<file path="config.mk">
export PLATFORM = sky130hd
export DESIGN_NAME = acc_perm_check
export DESIGN_NICKNAME = d
export VERILOG_FILES = /design/src/rtl/acc_perm_pkg.sv /design/src/rtl/dom_lookup.sv /design/src/rtl/perm_select.sv /design/src/rtl/attr_decode.sv /design/src/rtl/acc_perm_check.sv
export SDC_FILE = /design/constraint.sdc
export NUM_CORES = 1
export LEC_CHECK = 0
export BUFFER_PORTS_ARGS = -buffer_cell sky130_fd_sc_hd__buf_2
export CAP_MARGIN = 40
export CORE_MARGIN = 2
export CORE_UTILIZATION = 38
export DETAILED_ROUTE_END_ITERATION = 10
export PLACE_DENSITY = 0.86
export SYNTH_ARGS = -nofsm -noshare
export SYNTH_HDL_FRONTEND = slang
export SYNTH_SLANG_ARGS = --single-unit
export TNS_END_PERCENT = 1
</file>
<file path="constraint.sdc">
create_clock -name clk -period 3.35 [get_ports clk]
set_clock_uncertainty 0.05 [all_clocks]
set_input_delay 0 -clock clk [delete_from_list [all_inputs] [get_ports clk]]
set_output_delay 0 -clock clk [all_outputs]
set_load 0.03 [all_outputs]
</file>
<file path="src/rtl/acc_perm_pkg.sv">
package acc_perm_pkg;

    typedef enum logic [1:0] {
        DM_NONE    = 2'd0,
        DM_CLIENT  = 2'd1,
        DM_RSVD    = 2'd2,
        DM_MANAGER = 2'd3
    } dom_mode_e;

    typedef enum logic [2:0] {
        MT_STALL   = 3'd0,
        MT_BUFF    = 3'd1,
        MT_WTHRU   = 3'd2,
        MT_WBACK   = 3'd3,
        MT_I_UNC   = 3'd4,
        MT_I_CACHE = 3'd5
    } mem_type_e;

    typedef struct packed {
        logic allow;
        logic dom_fault;
        logic perm_fault;
    } verdict_t;

    // Does a permission code grant this access?
    function automatic logic ap_grants(input logic [1:0] ap,
                                       input logic       sys_b,
                                       input logic       rom_b,
                                       input logic       user,
                                       input logic       write);
        logic g;
        case (ap)
            2'd0: begin
                if (sys_b && !rom_b)      g = !user && !write;
                else if (!sys_b && rom_b) g = !write;
                else                      g = 1'b0;
            end
            2'd1:    g = !user;
            2'd2:    g = !user || !write;
            default: g = 1'b1;
        endcase
        return g;
    endfunction

endpackage

</file>
<file path="src/rtl/dom_lookup.sv">
module dom_lookup
    import acc_perm_pkg::*;
#(
    parameter int DOM_CNT = 16,
    localparam int DOM_W  = $clog2(DOM_CNT),
    localparam int CTRL_W = 2 * DOM_CNT
) (
    input  logic [CTRL_W-1:0] ctrl_word,
    input  logic [DOM_W-1:0]  dom_sel,
    output dom_mode_e         mode
);

    logic [1:0] fields [DOM_CNT];

    for (genvar g = 0; g < DOM_CNT; g++) begin : g_field
        assign fields[g] = ctrl_word[2*g+1 : 2*g];
    end

    assign mode = dom_mode_e'(fields[dom_sel]);

endmodule

</file>
<file path="src/rtl/perm_select.sv">
module perm_select #(
    parameter int SUBPAGES = 4,
    localparam int SUB_W   = $clog2(SUBPAGES),
    localparam int FLD_W   = 2 * SUBPAGES
) (
    input  logic [FLD_W-1:0] ap_fields,
    input  logic             small_pg,
    input  logic [SUB_W-1:0] sub_idx,
    output logic [1:0]       ap_code
);

    logic [1:0] fld [SUBPAGES];

    for (genvar g = 0; g < SUBPAGES; g++) begin : g_sub
        assign fld[g] = ap_fields[2*g+1 : 2*g];
    end

    // A section uses the highest field only.
    assign ap_code = small_pg ? fld[sub_idx] : fld[SUBPAGES-1];

endmodule

</file>
<file path="src/rtl/attr_decode.sv">
module attr_decode
    import acc_perm_pkg::*;
(
    input  logic      c_bit,
    input  logic      b_bit,
    input  logic      fetch,
    output mem_type_e mtype
);

    always_comb begin
        if (fetch)
            mtype = c_bit ? MT_I_CACHE : MT_I_UNC;
        else
            mtype = mem_type_e'({1'b0, c_bit, b_bit});
    end

endmodule

</file>
<file path="src/rtl/acc_perm_check.sv">
module acc_perm_check
    import acc_perm_pkg::*;
#(
    parameter int DOM_CNT  = 16,
    parameter int SUBPAGES = 4,
    localparam int DOM_W   = $clog2(DOM_CNT),
    localparam int CTRL_W  = 2 * DOM_CNT,
    localparam int SUB_W   = $clog2(SUBPAGES),
    localparam int FLD_W   = 2 * SUBPAGES
) (
    input  logic              clk,
    input  logic              rst,
    input  logic              chk_valid,
    input  logic              is_write,
    input  logic              is_user,
    input  logic              is_fetch,
    input  logic [DOM_W-1:0]  dom_id,
    input  logic [CTRL_W-1:0] dacr,
    input  logic              map_small,
    input  logic [SUB_W-1:0]  va_sub,
    input  logic [FLD_W-1:0]  desc_ap,
    input  logic              attr_c,
    input  logic              attr_b,
    input  logic              sys_prot,
    input  logic              rom_prot,
    output logic              res_valid,
    output logic              allow,
    output logic              dom_fault,
    output logic              perm_fault,
    output logic [2:0]        mem_type
);

    dom_mode_e mode;
    logic [1:0] ap_code;
    mem_type_e  mtype;
    logic       granted;
    logic       eff_write;
    verdict_t   vd;

    dom_lookup #(.DOM_CNT(DOM_CNT)) dom_i (
        .ctrl_word (dacr),
        .dom_sel   (dom_id),
        .mode      (mode)
    );

    perm_select #(.SUBPAGES(SUBPAGES)) sel_i (
        .ap_fields (desc_ap),
        .small_pg  (map_small),
        .sub_idx   (va_sub),
        .ap_code   (ap_code)
    );

    attr_decode attr_i (
        .c_bit (attr_c),
        .b_bit (attr_b),
        .fetch (is_fetch),
        .mtype (mtype)
    );

    // A fetch is always checked as a read.
    assign eff_write = is_write && !is_fetch;
    assign granted   = ap_grants(ap_code, sys_prot, rom_prot, is_user, eff_write);

    always_comb begin
        vd = '0;
        case (mode)
            DM_MANAGER: vd.allow = 1'b1;
            DM_CLIENT: begin
                vd.allow      = granted;
                vd.perm_fault = !granted;
            end
            default:    vd.dom_fault = 1'b1;
        endcase
    end

    always_ff @(posedge clk) begin
        if (rst) begin
            res_valid  <= 1'b0;
            allow      <= 1'b0;
            dom_fault  <= 1'b0;
            perm_fault <= 1'b0;
            mem_type   <= '0;
        end else begin
            res_valid <= chk_valid;
            if (chk_valid) begin
                allow      <= vd.allow;
                dom_fault  <= vd.dom_fault;
                perm_fault <= vd.perm_fault;
                mem_type   <= mtype;
            end
        end
    end

endmodule

</file>
==> impl_metrics.toml, run 1 <==
[timing]
rsz0062_at_grt = "no"
tightestPinTransition_ps = 270
fin_crit_ps = 1460
finalSetupViolCount = 0
relSlewSlack_pct = 82.0
min_period_over_period_pct = 43.7
tns_ps = 0
max_freq_mhz = 683
drv_slew = 0
hold_violations = 0

[global_route]
use_met3_pct = 1.19
grt_antenna_before_repair = 0
groute.usage.overall_pct = 18.9
grt_pass1_vias = 774
grt_use_met2_pct = 38.6
grt_pass1_wl_um = 2890
grt_max_degree = 11
grt-busiest-layer = "met2"
gr-total-overflow = 0
grtUsageMet1_pct = 20.0

[clock_network]
cts_made_buffers = 3
postCtsResizedCells = 0
cts_sinks = 7
cts_setup_buffers = 0
clk_latency_ps = 250
clock-root-buffer = "clkbuf_4"
clk_pin_slew_worst_paths_ps = 50
h-tree-depth = 1
tritoncts = "done"
clock_path_buffers = 2
holdBufCountCts = 2

[drt]
drt-pass1-iter-count = 2
routed_wl_um = 1710
drtIter0Drc = 7
num_vias = 749
detail-route-antenna-nets = 0
vias_per_cell = 5.31
route.detailed.drc = 0
wire_per_inst_um = 12.1

[hold_path]
min_path_type = "in2reg"
hold_depth = 3
worstHoldEndpoint = "mem_type[2]$_SDFFE_PP0P_"
worstHoldStart = "is_fetch"

[outcome]
status = "complete, no violations"

[floorplanning]
placementRows = 15
chipHeight_um = 45.6
dieArea_sq_um = 2080
coreArea_sq_um = 1670
ios = 64
fp.dieW_um = 45.6
initial_core_util_pct = 39.4

[setup_path]
crit_chain = "buf_2, mux4_1, mux4_2, a211oi_2, o32ai_1"
worst-path-buf-inv = 1
r2r-end = "mem_type[1]$_SDFFE_PP0P_"
r2r-start = "mem_type[1]$_SDFFE_PP0P_"
max_stage_delay_ps = 580
crit_required_ps = 3430
arrival_ps = 1550
worst-path-max-fanout = 8
r2r_slack_ps = 2210
reg2reg_depth = 3
cp-end-kind = "register"
worstSetupPathType = "in2reg"
start_kind = "primary input"
cp_slowest_cell = "mux4_1"
cp_top_family = "multiplexers"

[synth]
synth_top_area_share_pct = 24.0
syn-num-nets = 114
avgSynthCellArea_sq_um = 11.5
ys.warnings.count = 0
synth_largest_area_cell = "mux4_1"
synth_area_sq_um = 658
yosys.cell_types.count = 23
ys_seq_elements = 7
ys_seq_area_share_pct = 21.3
synthCells = 57
netlist_top_cells_area = "mux4_1, dfxtp_1, mux4_2"

[layout]
layout.cells.non_filler = 141
drive_gt1_share_pct = 58.9
fillers = 153
area_delta_synth_final_pct = 55.9
final_nets = 182
antennaDiodeCount = 0

[placed_design]
port_buffers = 63
place_congestion = 0.694
post-place-cells = 135
hpwl_um = 1510

[pwr]
powerDensity_nw_per_um2 = 267
peakVddDrop_uv = 163
power.leakage_uw = 0.000511

[flow_run]
timing.max_cap.violations = 0
## cell families after synthesis
group | count (synthesis) | synth area share, %
AND/OR/NAND/NOR | 17 | 16.2
multiplexers | 15 | 43.7
flip-flops | 7 | 21.3
buffers and inverters | 4 | 3.42
AO/OA/AOI/OAI | 14 | 15.4
## tightest hold or removal path, delay by kind of cell
| family | cells | cell delay (ps) |
|---|---|---|
| buffers and inverters | 1 | 120 |
| and+or+nand+nor | 1 | 70 |
| muxes | 1 | 70 |
## registers in the layout, summed over array words and instances, names as in the netlist
| signal | count |
|---|---|
| allow | 1 |
| dom_fault | 1 |
| mem_type | 3 |
| perm_fault | 1 |
| res_valid | 1 |
## how the worst max path moves through the flow
stage | start | endpoint | depth (start not counted)
3_5_place_dp | dom_id[0] | allow$_SDFFE_PP0P_ | 5
6_report | dom_id[0] | allow$_SDFFE_PP0P_ | 5
5_1_grt | dom_id[0] | allow$_SDFFE_PP0P_ | 5
2_1_floorplan | dom_id[0] | allow$_SDFFE_PP0P_ | 5
3_3_place_gp | dom_id[0] | allow$_SDFFE_PP0P_ | 5
4_1_cts | dom_id[0] | allow$_SDFFE_PP0P_ | 5
## area by class of cell
| class | instances | area (sq um) | share of cell area [%] |
|---|---|---|---|
| Clock buffer | 4 | 26.3 | 2.56 |
| Sequential cell | 7 | 140 | 13.7 |
| Inverter | 2 | 7.51 | 0.732 |
| Tap cell | 17 | 21.3 | 2.07 |
| Multi-Input combinational cell | 46 | 495 | 48.3 |
| Timing Repair Buffer | 65 | 335 | 32.7 |
## power breakdown
group | internal (uW) | total, uW | switching (uW)
clock | 45.5 | 77.4 | 31.9
combinational | 60.1 | 106 | 45.6
sequential | 88.8 | 91.3 | 2.46
total | 194 | 274 | 80.0
## cell usage in the layout (no fill, tap or decap), drive strengths merged
cell         count
mux2i            4
o221ai           2
nand2b           2
a21oi            3
and2b            1
o32ai            1
o21ai            2
nand3b           1
clkbuf           4
buf             63
nor2b            4
mux2             2
nand2            1
nor3b            5
mux4             9
a31o             1
inv              2
a211oi           4
o22ai            1
dlygate4sd3      2
dfxtp            7
nor2             3
## synth_stat cells, drive strengths merged
library cell,instances
o32ai,1
a21oi,3
o21ai,2
nor3b,5
inv,2
dfxtp,7
o22ai,1
mux2,2
and2b,1
nor2,3
nand3b,1
nor2b,4
a31o,1
a211oi,4
mux2i,4
mux4,9
buf,1
clkbuf,1
nand2b,2
nand2,1
o221ai,2
## per-layer routing
layer	up-vias	routed length [um]
li1	372	-
met1	332	621
met2	43	927
met3	2	144
met4	0	19
met5	-	0
## stage by stage
step / util [%] / hold slack (ps) / cell area, sq um / power (uW) / setup slack, ps
floorplan: - / 19.1 / 658 / 152 / 1790
global placement: 58.7 / 203 / 980 / 195 / 1650
detailed placement: 58.7 / 211 / 980 / 198 / 1610
CTS: 61.4 / 0.0589 / 1030 / 277 / 1880
global route: 61.4 / 38.7 / 1030 / 293 / 1800
finish: 61.4 / 2.76 / 1030 / 274 / 1890
No activity file was read; power rests on OpenSTA's default activity.
==> inputs of run 2 (changes only) <==
--- a/config.mk
+++ b/config.mk
@@ -8,9 +8,9 @@
 export BUFFER_PORTS_ARGS = -buffer_cell sky130_fd_sc_hd__buf_2
 export CAP_MARGIN = 40
 export CORE_MARGIN = 2
-export CORE_UTILIZATION = 38
+export CORE_UTILIZATION = 35
 export DETAILED_ROUTE_END_ITERATION = 10
-export PLACE_DENSITY = 0.86
+export PLACE_DENSITY = 0.8
 export SYNTH_ARGS = -nofsm -noshare
 export SYNTH_HDL_FRONTEND = slang
 export SYNTH_SLANG_ARGS = --single-unit
==> constraint.sdc (replaced) <==
create_clock -name clk -period 1.4 [get_ports clk]
set_clock_uncertainty 0.05 [all_clocks]
set_input_delay 0 -clock clk [delete_from_list [all_inputs] [get_ports clk]]
set_output_delay 0 -clock clk [all_outputs]
set_load 0.03 [all_outputs]
==> run 2 against run 1 <==
Register-to-register slack got worse by 2000 ps. Non-clock buffer count rose by 5. Sequential power rose by 140%. Global-route usage fell by 2.1 points. Critical path type unchanged. Worst hold slack improved by 16 ps. Wire length fell by 3.7%. Critical path depth did not move. Power rose by 140%. Count of clock-buffer cells in the layout did not move. Largest power group unchanged. Cell count rose by 9.2%. First-iteration DRC count fell by 57%.
==> impl_metrics.toml, run 2 (synthesized netlist as in run 1, its figures left out) <==
[setup_path]
crit_chain = "buf_12, mux4_2, mux4_2, a211oi_2, o32ai_1"
worstSetupPathType = "in2reg"
cp-end-kind = "register"
cp_slowest_cell = "mux4_2"
arrival_ps = 1410
max_stage_delay_ps = 490
start_kind = "primary input"
crit_required_ps = 1470
cpMostUsedCell = "mux4_2"
worst-path-max-fanout = 5

[outcome]
status = "complete, no violations"

[placed_design]
hpwl_um = 1500
post-place-cells = 148
placed_cell_area_sq_um = 1010
port_buffers = 63
place_congestion = 0.714

[pwr]
power.leakage_uw = 0.000524
power.internal_uw = 480
p_sw_share_pct = 27.5
peakVddDrop_uv = 430
p_seq_share_pct = 32.9
switchingPower_uw = 182
power.total_uw = 662
powerDensity_nw_per_um2 = 617
combPwrFrac_pct = 40.8
clkPwrFrac_pct = 26.3

[clock_network]
tritoncts = "done"
clock-root-buffer = "clkbuf_4"
clock_path_buffers = 2
cts_made_buffers = 3
cts_setup_buffers = 0
clk_latency_ps = 240
h-tree-depth = 1
clk_pin_slew_worst_paths_ps = 50
cts_sinks = 7

[timing]
min_period_over_period_pct = 95.4
drv_slew = 0
max_freq_mhz = 748
hold_violations = 0
rsz0062_at_grt = "yes"
tightestPinTransition_ps = 264
relSlewSlack_pct = 82.4
finalSetupViolCount = 0
fin_crit_ps = 1340

[floorplanning]
dieArea_sq_um = 2240
placementRows = 15
chipHeight_um = 47.4
initial_core_util_pct = 37.7
fp.dieW_um = 47.4
ios = 64
coreArea_sq_um = 1750

[layout]
largest_reg_flops = 3
regMostFlops = "mem_type"
multiInputGateArea_sq_um = 480
layout.cells.non_filler = 154
antennaDiodeCount = 0
drive_gt1_share_pct = 63.6
fin_util_pct = 61.5
regArea_sq_um = 140
final_nets = 187
finalInstanceArea_sq_um = 1070
final_common_cell = "buf_2"
area_delta_synth_final_pct = 63.1
layout_common_cells = "buf_2, mux4_2, dfxtp_1"
fillers = 164

[drt]
vias_per_cell = 4.94
routed_wl_um = 1650
drtIter0Drc = 3
detail-route-antenna-nets = 0
num_vias = 760
wire_per_inst_um = 10.7
route.detailed.drc = 0
drt-pass1-iter-count = 4

[global_route]
grt_max_degree = 11
grt_pass1_wl_um = 2730
grt_antenna_before_repair = 0
groute.usage.overall_pct = 16.8
grt_pass1_vias = 769
gr-total-overflow = 0

[hold_path]
min_path_type = "in2reg"

[flow_run]
timing.max_cap.violations = 0
[run 2: changes by cell type in the layout (fill, tap and decap cells not counted)]
cell    before  now
mux4_1       6    2
buf_12       0    1
buf_4        0    5
buf_2       63   62
mux4_2       3    7
[run 2: metrics by stage]
step	hold slack [ps]	setup TNS (ps)	setup slack, ps
2_1_floorplan	19.1	-266	-137
3_3_place_gp	203	-602	-262
3_5_place_dp	209	-688	-292
4_1_cts	15.5	0	16.0
5_1_grt	64.3	-22.7	-22.7
6_report	19.2	0	63.9
[run 2: worst max-delay path: cells and delay by family]
kind,cells,cell delay (ps)
buffers and inverters,1,90
muxes,2,970
AOI/OAI and AO/OA,2,360
[run 2: what timing repair did]
action / 4_1_cts / 5_1_grt
setup endpoints to repair: 2 / 2
hold buffers: 2 / 0
pin swaps: 1 / 2
gates resized for setup: 0 / 5
hold endpoints to repair: 5 / 0
[run 2: path summary, 6_finish.rpt]
kind / slack, ps / cells after the start / to / from
setup / recovery: 60 / 5 / allow$_SDFFE_PP0P_ / dom_id[0]
hold / removal: 20 / 3 / mem_type[2]$_SDFFE_PP0P_ / is_fetch
setup reg to reg: 260 / 3 / mem_type[1]$_SDFFE_PP0P_ / mem_type[1]$_SDFFE_PP0P_
hold reg to reg: 430 / 2 / dom_fault$_SDFFE_PP0P_ / dom_fault$_SDFFE_PP0P_
[run 2: power groups by stage]
stage	clock network, uW	logic, uW	registers, uW
after global placement	0	260	222
final	174	271	218
after floorplan	0	121	248
after global routing	190	300	219
after detailed placement	0	266	222
after CTS	184	270	218
[run 2: area by class of cell]
cell class	instances	share of cell area [%]
multi-input cells	46	44.8
repair buffers	70	36.1
flip-flops and latches	7	13.1
well taps	25	2.91
clock buffers	4	2.45
inverters	2	0.699
[run 2: metal layers]
layer | vias up | track usage, % | routed length (um)
li1 | 378 | - | -
met1 | 336 | 18.6 | 632
met2 | 44 | 32.4 | 858
met3 | 2 | 3.46 | 147
met4 | 0 | 3.33 | 12
met5 | - | 0 | 0
==> inputs of run 3 (changes only) <==
--- a/config.mk
+++ b/config.mk
@@ -8,10 +8,11 @@
 export BUFFER_PORTS_ARGS = -buffer_cell sky130_fd_sc_hd__buf_2
 export CAP_MARGIN = 40
 export CORE_MARGIN = 2
-export CORE_UTILIZATION = 35
+export CORE_UTILIZATION = 36
 export DETAILED_ROUTE_END_ITERATION = 10
-export PLACE_DENSITY = 0.8
+export PLACE_DENSITY = 0.81
+export RECOVER_POWER = 25
 export SYNTH_ARGS = -nofsm -noshare
 export SYNTH_HDL_FRONTEND = slang
+export SYNTH_HIERARCHICAL = 1
 export SYNTH_SLANG_ARGS = --single-unit
-export TNS_END_PERCENT = 1
==> run 3 against run 2 <==
Setup slack worse by 120 ps. Wire length increased by 28%. Non-clock buffer count up 2. Critical path type unchanged. The run now ends with setup timing left. Register-to-register slack gained 480 ps. Largest power group unchanged. Global-route usage rose by 2.1 points. Clock power grew 7%.
==> impl_metrics.toml, run 3 <==
[outcome]
status = "complete, but fails checks"
failed_checks = "setup timing"

[pwr]
peakVddDrop_uv = 320
powerDensity_nw_per_um2 = 609
power.total_uw = 721
power.leakage_uw = 0.000590

[layout]
antennaDiodeCount = 0
drive_gt1_share_pct = 65.0
largest_reg_flops = 3
final_nets = 198
fin_util_pct = 67.1
regMostFlops = "mem_type"
fillers = 153
final_common_cell = "buf_2"
area_delta_synth_final_pct = 71.7
layout_common_cells = "buf_2, buf_4, dfxtp_1"

[synth]
ys.warnings.count = 6
synth-edff-count = 0
ys_top_cells_by_count = "dfxtp_1, nor2_1"
synth_most_common_cell = "dfxtp_1"
syn-num-nets = 125
synth_top_area_share_pct = 20.3
yosys.cell_types.count = 32
synthCells = 68
avgSynthCellArea_sq_um = 10.1
synthFlopType = "dfxtp_1"
netlist_top_cells_area = "dfxtp_1, mux4_1, mux4_2"
synth_area_sq_um = 689
synth_largest_area_cell = "dfxtp_1"
ys_seq_elements = 7
ys_async_sr_fraction_pct = 0
ys_seq_area_share_pct = 20.3

[timing]
relSlewSlack_pct = 77.0
hold_violations = 0
rsz0062_at_grt = "yes"
tightestPinTransition_ps = 345
finalSetupViolCount = 1
finalWorstSetupSlack_ps = -60.7
max_freq_mhz = 685
min_period_over_period_pct = 104
whs_ps = 25.3
drv_slew = 0
fin_crit_ps = 1460

[drt]
detail-route-antenna-nets = 0
routed_wl_um = 2120
wire_per_inst_um = 12.8
num_vias = 858
vias_per_cell = 5.20
route.detailed.drc = 0
drtIter0Drc = 15
drt-pass1-iter-count = 4

[global_route]
groute.usage.overall_pct = 18.9
gr-total-overflow = 0
grt_pass1_wl_um = 3080
grt_pass1_vias = 824
grt_max_degree = 10
grt_antenna_before_repair = 0

[clock_network]
clock_path_buffers = 2
clk_pin_slew_worst_paths_ps = 60
h-tree-depth = 1
tritoncts = "done"
clk_latency_ps = 240
cts_made_buffers = 3
cts_sinks = 7
clock-root-buffer = "clkbuf_4"

[floorplanning]
dieArea_sq_um = 2280
coreArea_sq_um = 1760
ios = 64
chipHeight_um = 47.8
initial_core_util_pct = 39.1
fp.dieW_um = 47.8
placementRows = 15

[setup_path]
crit_required_ps = 1530
start_kind = "primary input"
r2r-start = "mem_type[0]$_SDFFE_PP0P_"
crit_start = "desc_ap[2]"
worst-path-max-fanout = 2
worstSetupPathType = "in2reg"
cp-end-kind = "register"
arrival_ps = 1590

[placed_design]
port_buffers = 63
place_congestion = 0.808
hpwl_um = 1610

[flow_run]
timing.max_cap.violations = 0

[hold_path]
min_path_type = "in2reg"
worstHoldStart = "is_fetch"
[run 3: cell count changes in the layout (fill, tap and decap cells not counted), moves of 3 or more]
cell,change
a211oi_1,-3
nor2_1,+3
nand3_1,+4
mux4_2,-3
buf_2,-3
buf_4,+3
nor3b_1,-5
[run 3: power breakdown]
group | internal, uW | switching, uW
Combinational | 185 | 133
Sequential | 211 | 4.79
Clock | 109 | 77.6
[run 3: critical path, cell delays in order]
cell     delay [ps]
buf_6            90
or3b_4          390
o21ai_2          90
a21oi_2          90
maj3_2          310
or4_1           480
a21oi_1         140
[run 3: what timing repair did]
action,CTS,global route
pin swaps,5,7
resized for setup,9,8
buffers inserted,1,0
hold buffers,1,0
hold endpoints to repair,7,0
setup endpoints to repair,1,2
[run 3: layer usage]
metal / track usage, % / part of all wire, %
met5: 0 / 0
met4: 8.11 / 0.094
met3: 4.15 / 9.3
met2: 38.7 / 55
met1: 17.2 / 35
[run 3: kinds of logic (layout without fill, tap and decap cells)]
logic type | count (synthesis) | in the layout | synth area share [%]
AND/OR/NAND/NOR | 26 | 26 | 21.2
buffers and inverters | 7 | 79 | 5.63
multiplexers | 14 | 14 | 38.1
AO/OA/AOI/OAI | 13 | 13 | 13.1
flip-flops | 7 | 7 | 20.3
adder cells (fa/ha/maj) | 1 | 1 | 1.63
[run 3: worst paths after layout]
path                                                 end  cells after the start  slack [ps]
worst max-delay path             perm_fault$_SDFFE_PP0P_                      7         -60
worst min-delay path            mem_type[2]$_SDFFE_PP0P_                      3          30
worst max register to register  mem_type[0]$_SDFFE_PP0P_                      2         740
worst min register to register        allow$_SDFFE_PP0P_                      2         420
[run 3: metrics by stage]
stage               setup slack [ps]  std cells  instance area [sq um]  setup TNS (ps)
finish                         -60.7        165                   1180           -60.7
detailed placement              -344        159                   1060            -812
CTS                            -40.3        165                   1140           -40.3
global route                   -69.5        165                   1180           -80.3
global placement                -289        159                   1060            -693
floorplan                       -132         68                    698            -132
[run 3: area by class of cell]
type / count / area [sq um] / share of cell area, %
Multi-Input combinational cell: 54 / 552 / 46.6
Clock buffer: 4 / 26.3 / 2.22
Sequential cell: 7 / 140 / 11.8
Timing Repair Buffer: 72 / 423 / 35.7
Tap cell: 25 / 31.3 / 2.64
Inverter: 3 / 11.3 / 0.951
